`src/rtl/clkdiv_pkg.sv`:
```
package clkdiv_pkg;

    localparam int PRE_SEL_W  = 2;
    localparam int PRE_CNT_W  = 4;
    localparam int N_W_DEF    = 10;
    localparam int N_OFFSET   = 2;

    typedef enum logic [PRE_SEL_W-1:0] {
        PRE_DIV1 = 2'd0,
        PRE_DIV2 = 2'd1,
        PRE_DIV4 = 2'd2,
        PRE_DIV8 = 2'd3
    } pre_sel_e;

    typedef struct packed {
        pre_sel_e sel;
        logic     bypass;
    } path_mode_t;

    function automatic logic [PRE_CNT_W-1:0] pre_divisor(input pre_sel_e sel);
        logic [PRE_CNT_W-1:0] one;
        one = PRE_CNT_W'(1);
        return one << sel;
    endfunction

endpackage

```
`src/rtl/cdiv_counter.sv`:
```
module cdiv_counter #(
    parameter int            CW      = 4,
    parameter logic [CW-1:0] RST_DIV = CW'(1)
) (
    input  logic          clk,
    input  logic          rst,
    input  logic          tick,
    input  logic          load,
    input  logic [CW-1:0] div_in,
    output logic [CW-1:0] div_cur,
    output logic          last,
    output logic          high
);

    logic [CW-1:0] cnt;
    logic [CW-1:0] div_q;

    assign div_cur = div_q;
    assign last    = tick && (cnt == div_q - CW'(1));
    assign high    = (div_q == CW'(1)) ? 1'b1 : (cnt < (div_q >> 1));

    always_ff @(posedge clk) begin
        if (rst) begin
            cnt   <= '0;
            div_q <= RST_DIV;
        end else begin
            if (tick) begin
                cnt <= last ? '0 : cnt + CW'(1);
            end
            if (load) begin
                div_q <= div_in;
            end
        end
    end

    p_cnt_below_div_r3: assert property (@(posedge clk) disable iff (rst)
        cnt < div_q);

    p_div_hold_r5: assert property (@(posedge clk) disable iff (rst)
        !load |=> $stable(div_q));

    p_wrap_on_last_r1: assert property (@(posedge clk) disable iff (rst)
        last |=> (cnt == '0));

endmodule

```
`src/rtl/cdiv_path.sv`:
```
module cdiv_path
    import clkdiv_pkg::*;
#(
    parameter int N_W   = N_W_DEF,
    parameter bit HAS_N = 1'b1
) (
    input  logic           clk,
    input  logic           rst,
    input  logic           en,
    input  path_mode_t     mode,
    input  logic [N_W-1:0] n_word,
    output logic           clk_out
);

    localparam int N_CNT_W = N_W + 1;

    logic                 boundary;
    logic                 wave;
    logic                 single;
    logic                 pre_last;
    logic                 pre_high;
    logic [PRE_CNT_W-1:0] pre_div_cur;

    cdiv_counter #(
        .CW      (PRE_CNT_W),
        .RST_DIV (PRE_CNT_W'(1))
    ) u_pre (
        .clk     (clk),
        .rst     (rst),
        .tick    (1'b1),
        .load    (boundary),
        .div_in  (pre_divisor(mode.sel)),
        .div_cur (pre_div_cur),
        .last    (pre_last),
        .high    (pre_high)
    );

    generate
        if (HAS_N) begin : g_with_n
            logic               byp_q;
            logic               n_last;
            logic               n_high;
            logic [N_CNT_W-1:0] n_div_cur;
            logic [N_CNT_W-1:0] n_div_next;

            assign n_div_next = N_CNT_W'(n_word) + N_CNT_W'(N_OFFSET);

            cdiv_counter #(
                .CW      (N_CNT_W),
                .RST_DIV (N_CNT_W'(N_OFFSET))
            ) u_ndiv (
                .clk     (clk),
                .rst     (rst),
                .tick    (pre_last && !byp_q),
                .load    (boundary),
                .div_in  (n_div_next),
                .div_cur (n_div_cur),
                .last    (n_last),
                .high    (n_high)
            );

            always_ff @(posedge clk) begin
                if (rst) begin
                    byp_q <= 1'b0;
                end else if (boundary) begin
                    byp_q <= mode.bypass;
                end
            end

            assign boundary = byp_q ? pre_last : n_last;
            assign wave     = byp_q ? pre_high : n_high;
            assign single   = byp_q && (pre_div_cur == PRE_CNT_W'(1));

            p_ndiv_min_two_r9: assert property (@(posedge clk) disable iff (rst)
                n_div_cur >= N_CNT_W'(N_OFFSET));

            p_bypass_n_quiet_r4: assert property (@(posedge clk) disable iff (rst)
                byp_q |-> !n_last);
        end else begin : g_pre_only
            logic unused_inputs;
            assign unused_inputs = ^{n_word, mode.bypass};
            assign boundary      = pre_last;
            assign wave          = pre_high;
            assign single        = (pre_div_cur == PRE_CNT_W'(1));
        end
    endgenerate

    always_ff @(posedge clk) begin
        if (rst) begin
            clk_out <= 1'b0;
        end else begin
            clk_out <= en && wave;
        end
    end

    p_disabled_low_r6: assert property (@(posedge clk) disable iff (rst)
        !en |=> !clk_out);

    p_div1_high_r2: assert property (@(posedge clk) disable iff (rst)
        (single && en) |=> clk_out);

endmodule

```
`src/rtl/clkdiv_chain.sv`:
```
module clkdiv_chain
    import clkdiv_pkg::*;
#(
    parameter int N_W = N_W_DEF
) (
    input  logic                 clk,
    input  logic                 rst,
    input  logic                 out0_en,
    input  logic                 out1_en,
    input  logic [PRE_SEL_W-1:0] p0_sel,
    input  logic [PRE_SEL_W-1:0] p1_sel,
    input  logic [N_W-1:0]       n_word,
    input  logic                 n_bypass,
    output logic                 out0,
    output logic                 out1
);

    path_mode_t mode0;
    path_mode_t mode1;

    assign mode0.sel    = pre_sel_e'(p0_sel);
    assign mode0.bypass = 1'b1;
    assign mode1.sel    = pre_sel_e'(p1_sel);
    assign mode1.bypass = n_bypass;

    cdiv_path #(
        .N_W   (N_W),
        .HAS_N (1'b0)
    ) u_path0 (
        .clk     (clk),
        .rst     (rst),
        .en      (out0_en),
        .mode    (mode0),
        .n_word  ('0),
        .clk_out (out0)
    );

    cdiv_path #(
        .N_W   (N_W),
        .HAS_N (1'b1)
    ) u_path1 (
        .clk     (clk),
        .rst     (rst),
        .en      (out1_en),
        .mode    (mode1),
        .n_word  (n_word),
        .clk_out (out1)
    );

    p_reset_low_r7: assert property (@(posedge clk)
        rst |=> (!out0 && !out1));

endmodule

```
`config.mk`:
```
export PLATFORM = sky130hd
export DESIGN_NAME = clkdiv_chain
export DESIGN_NICKNAME = d
export VERILOG_FILES = /design/src/rtl/clkdiv_pkg.sv /design/src/rtl/cdiv_counter.sv /design/src/rtl/cdiv_path.sv /design/src/rtl/clkdiv_chain.sv
export SDC_FILE = /design/constraint.sdc
export NUM_CORES = 1
export LEC_CHECK = 0
export BUFFER_PORTS_ARGS = -buffer_cell sky130_fd_sc_hd__buf_2
export CORE_MARGIN = 1
export CORE_UTILIZATION = 55
export CTS_BUF_LIST = sky130_fd_sc_hd__clkbuf_4
export CTS_CLUSTER_SIZE = 12
export DETAILED_ROUTE_END_ITERATION = 8
export GPL_ROUTABILITY_DRIVEN = 0
export PLACE_DENSITY = 0.84
export SETUP_SLACK_MARGIN = 0.1
export SYNTH_ARGS = -nofsm -noshare
export SYNTH_HDL_FRONTEND = slang
export SYNTH_SLANG_ARGS = --single-unit
```
`constraint.sdc`:
```
create_clock -name clk -period 4.95 [get_ports clk]
set_clock_uncertainty 0.05 [all_clocks]
set_input_delay 0.7425 -clock clk [delete_from_list [all_inputs] [get_ports clk]]
set_output_delay 0.7425 -clock clk [all_outputs]
set_load 0.02 [all_outputs]
```
# Yosys cells after proc, flatten, opt, wreduce, memory -nomap -nowiden
# Index checks and enable logic that the tools add are counted.
[classes]
n_addsub = 7
magnitude_cmp = 3
eq_ne = 6
n_shift = 2
n_mux = 6
reduce_logical = 7
[op_table]
columns = ["op", "n"]
rows = [
  ["adder 10 x 2 -> 11 bit (second input constant)", 1],
  ["adder 11 x 1 -> 11 bit (second input constant)", 1],
  ["== test 11 x 1 -> 1 bit (second input constant)", 1],
  ["== test 11 bit", 1],
  ["less-than comparator 11 x 10 -> 1 bit", 1],
  ["2-to-1 mux 11 bit", 1],
  ["subtractor 11 x 1 -> 11 bit (second input constant)", 1],
  ["adder 4 x 1 -> 4 bit (second input constant)", 2],
  ["== test 4 x 1 -> 1 bit (second input constant)", 2],
  ["== test 4 bit", 2],
  ["less-than comparator 4 x 3 -> 1 bit", 2],
  ["<< shifter 1 x 2 -> 4 bit (first input constant)", 2],
  ["subtractor 4 x 1 -> 4 bit (second input constant)", 2],
  ["2-to-1 mux 1 bit", 5],
  ["logical AND 1 bit", 4],
  ["OR reduction 2 bit", 2],
  ["logical NOT 1 bit", 1],
]
[totals]
regBits = 41
inputBits = 19
output_inout_bits = 2
wordCells = 40

# Logic depth before layout (Yosys ltp)
[depth]
ltp_word = 5
depth_mapped = 12
depth_no_buf = 9

# Cells and area by module
# From an unflattened synthesis, not the netlist that was laid out.
[hier_totals]
cells_unflattened = 317
hier_area_um2 = 2771.4
[by_module_without_submodules]
columns = ["mod", "instances", "cells_each", "area_each_um2", "seq_area_each_um2"]
rows = [
  ["cdiv_counter (u_path1.g_with_n.u_ndiv)", 1, 173, 1490.2, 440.4],
  ["cdiv_counter (u_path0.u_pre ...)", 2, 50, 476.7, 160.2],
  ["cdiv_path (u_path1)", 1, 35, 261.5, 40.0],
  ["cdiv_path (u_path0)", 1, 7, 58.8, 20.0],
  ["clkdiv_chain", 1, 2, 7.5, 0.0],
]

# Least setup slack after synthesis
# OpenSTA, ideal clock, no wires.
[synth_timing]
kind = "reg-to-reg"
from = "register u_path1.u_pre.div_q[0], in the netlist u_path1.u_pre.div_cur[0]"
to = "register u_path1.g_with_n.u_ndiv.div_q[10], in the netlist u_path1.g_with_n.u_ndiv.div_cur[10]"
setup_time_ns = 0.067
arrival_time_ns = 2.326
required_time_ns = 4.833
path_slack_ns = 2.507
path_stages_with_launch = 11
n_path_buf = 1
period_less_slack_ns = 2.443
cell_sequence = "dfxtp_1 > inv_1 > ha_1 > xnor2_1 > xnor2_1 > nor4bb_1 > o21ai_0 > or4_1 > buf_2 > a211o_1 > a21oi_2"
[synth_via]
elab_chain_cells = 5
[synth_lines]
columns = ["item", "line", "rtl"]
rows = [
  ["start: declaration", "cdiv_counter.sv:16", "logic [CW-1:0] div_q;"],
  ["start signal: assignment", "cdiv_counter.sv:31", "div_q <= div_in;"],
  ["subtractor 4 x 1 -> 4 bit *", "cdiv_counter.sv:19", "assign last = tick && (cnt == div_q - CW'(1));"],
  ["== test 4 bit *", "cdiv_counter.sv:19", ""],
  ["logical AND 1 bit", "cdiv_path.sv:54", ".tick (pre_last && !byp_q),"],
  ["logical AND 1 bit", "cdiv_counter.sv:19", ""],
  ["2-to-1 mux 1 bit *", "cdiv_path.sv:70", "assign boundary = byp_q ? pre_last : n_last;"],
  ["end signal: assignment", "cdiv_counter.sv:31", ""],
  ["end: declaration", "cdiv_counter.sv:16", ""],
]
# Every way passes the cells marked *; elsewhere a longest branch is shown, timed or not.
# A chain may end at the register's enable or synchronous reset.

# Worst setup path in the final report
# Same ends and word-level chain as after synthesis.

==> reports/metrics.cfg <==
[place]
dp_hpwl_mm=4.56
pre_cts_ws_ps=2010
port_buffers=20

[cells_and_area]
fill_cells=431
drive_gt1_share_pct=11.0
final_common_cell=dfxtp_1
synthToLayoutAreaGrowth_pct=7.14
final_cell_mix=41 x dfxtp_1, 27 x inv_1, 24 x xnor2_1, 24 x nand3_1, 23 x ha_1
antennaDiodeCount=0
finish.net_count=385

[clock_network]
clk_pin_slew_ps=160
cts_tree=built
cts_sinks=41
clockRootBuffer=clkbuf_4
post_cts_buffers=0
hold_buffers=0
clockBufferDepth=2
clkLatencyLatePin_ps=370
cts_made_buffers=5
cts-resized-gates=0
htreeDepth=2

[routing]
routed_wirelength_mm=6.12
remaining_drc_errors=0
dr.pass1.iters=4
drt_iter0_drc=128
vias_per_cell=5.93
wire_per_inst_um=14.9
vias=2439
ant_nets=0

[grt]
antenna_found_initial=0
grt_pass1_wl_mm=10.2
grt_util_all_layers_pct=24.3
grt_start_max_net_pins=32
grt_pass1_vias=2237
grt_overflow=0

[synth]
synth.avg_cell_area_sq_um=8.52
synth_flop_cell=dfxtp_1
synthCells=329
synth-edff-count=0
yosys.cell_types.count=51
synth_seq_cells=41
synth_area_leader_cell=dfxtp_1
synth_warnings=0
synth_area_leaders=dfxtp_1 29%, ha_1 10%, xnor2_1 7.5%
async_flop_share_pct=0
syn_area_sq_um=2800
seq_area_frac_synth_pct=29.3
synth_fp_nets=371
synth_top_area_share_pct=29.3

[hold_path]
hold_path_class=reg -> reg

[floorplan]
initial_core_util_pct=58.2
core-area_sq_um=4820
die_area_sq_um=5390
die_w_um=73.4
dieHeight_um=73.4
io_pins=21
rows=25

[pwr]
powerDensity_nw_per_um2=530
vdd_ir_drop_max_v=0.000301
p_leak_nw=1.29

[setup_path]
crit_type=reg -> reg
crit_chain=inv_1 > ha_1 > xnor2_1 > xnor2_1 > nor4bb_2 > buf_4 > o21ai_0 > or4_1 > a211o_1 > a21oi_2
crit_arrival_ps=3260
worst_setup_path_start_kind=register
crit_required_ps=5200
cpMaxStageDelayCell=or4_1
crit_buf_inv=2
cpLargestDelayFamily=simple AND/OR/NAND/NOR gates
path_max_fanout=16
cp_common_cell=xnor2_1
critPathMaxStageDelay_ps=740
crit_path_end_kind=register

[timing]
slew_viol_final=0
finalHoldViolations=0
finalCriticalPeriod_ps=3010
finalSetupViolCount=0
finalWorstSetupSlack_ps=1940
slew_headroom_pct=30.6
worst_pin_slew_ps=1030
rsz0062_at_grt=false
max_freq_mhz=332
timing.final.crit_share_pct=60.8
setup_tns_ps=0

[job]
max_cap_violations=0

[outcome]
run_status=complete, no violations

-- final timing paths --
check	startpoint	to	slack, ps	cells past startpoint
worst max-delay path	u_path1.u_pre.div_cur[0]	u_path1.g_with_n.u_ndiv.div_cur[10]	1940	10
worst min-delay path	u_path1.u_pre.div_cur[1]	u_path1.u_pre.div_cur[1]	450	2
worst max register to register	u_path1.u_pre.div_cur[0]	u_path1.g_with_n.u_ndiv.div_cur[10]	1940	10
worst min register to register	u_path1.u_pre.div_cur[1]	u_path1.u_pre.div_cur[1]	450	2
-- synth_stat cells, types with 2 or more instances --
cell type and instances:
dfxtp_1 41, inv_1 27, nand3_1 24, xnor2_1 24
ha_1 23, nor2_1 14, a21oi_1 13, xor2_1 12
and3_1 11, clkbuf_1 10, nand2_1 10, nand4_1 9
nor3_1 9, o21ai_0 9, nor2b_1 7, o211a_1 7
o31ai_1 7, a22o_1 6, nand2b_1 6, o211ai_1 6
a211oi_1 5, a31oi_1 4, nand3b_1 4, a21o_1 3
buf_2 3, nor3b_1 3, mux2i_1 2, nand4b_1 2
nor4_1 2, nor4_4 2, or2_2 2, or3_1 2
or4_1 2
-- routing by layer --
| layer | global-route usage (%) | routed length, um | share of wire (%) |
|---|---|---|---|
| met5 | 0 | 0 | 0 |
| met4 | 6.84 | 64 | 1.0 |
| met3 | 3.70 | 245 | 4.0 |
| met2 | 40.9 | 2930 | 48 |
| met1 | 32.3 | 2880 | 47 |
-- registers in the layout, indices dropped and copies added, names as in the netlist --
signal and cells:
u_path0.clk_out 1, u_path1.g_with_n.byp_q 1, u_path1.clk_out 1, u_path1.u_pre.div_cur 4
u_path0.u_pre.cnt 4, u_path0.u_pre.div_cur 4, u_path1.g_with_n.u_ndiv.div_cur 11, u_path1.g_with_n.u_ndiv.cnt 11
u_path1.u_pre.cnt 4
-- power by group --
group | switching [mW] | internal, mW | leakage (nW) | total (mW)
clock | 0.133 | 0.0628 | 0.0381 | 0.196
combinational | 0.529 | 0.370 | 0.920 | 0.899
sequential | 0.0989 | 0.398 | 0.333 | 0.497
-- cell families (layout without fill, tap and decap cells) --
kind of cell / after synthesis / count (layout) / share of synthesized area [%]
and+or+nand+nor: 113 / 113 / 23.7
AOI/OAI and AO/OA: 73 / 73 / 18.9
DFF: 41 / 41 / 29.3
buffers and inverters: 41 / 56 / 5.89
xor gates and xnor gates: 36 / 36 / 11.2
adders and majority gates: 23 / 23 / 10.3
muxes: 2 / 2 / 0.714
-- stage by stage --
stage	utilization (%)	hold slack [ps]	std cells	total power [mW]	area, sq um
6_report	62.3	452	411	1.59	3000
5_1_grt	62.3	487	411	1.73	3000
4_1_cts	62.3	458	411	1.59	3000
3_5_place_dp	61.0	435	403	1.39	2940
3_3_place_gp	61.0	423	403	1.36	2940
2_1_floorplan	-	399	329	1.20	2800
-- cell type report --
cell class	instances	area [sq um]	share of cell area (%)
Clock inverter	3	28.8	0.958
Clock buffer	5	37.5	1.25
Timing Repair Buffer	21	108	3.58
Sequential cell	41	821	27.3
Inverter	27	101	3.37
Multi-Input combinational cell	247	1820	60.7
Tap cell	67	83.8	2.79
-- worst reg2reg max path: cells and delay by family (launching register included) --
kind | cells | cell delay [ps]
compound gates | 3 | 630
flops | 1 | 450
fa+ha+maj | 1 | 200
buf+inv | 2 | 300
xor+xnor | 2 | 310
simple gates | 2 | 1000
(Power assumes the default switching activity.)
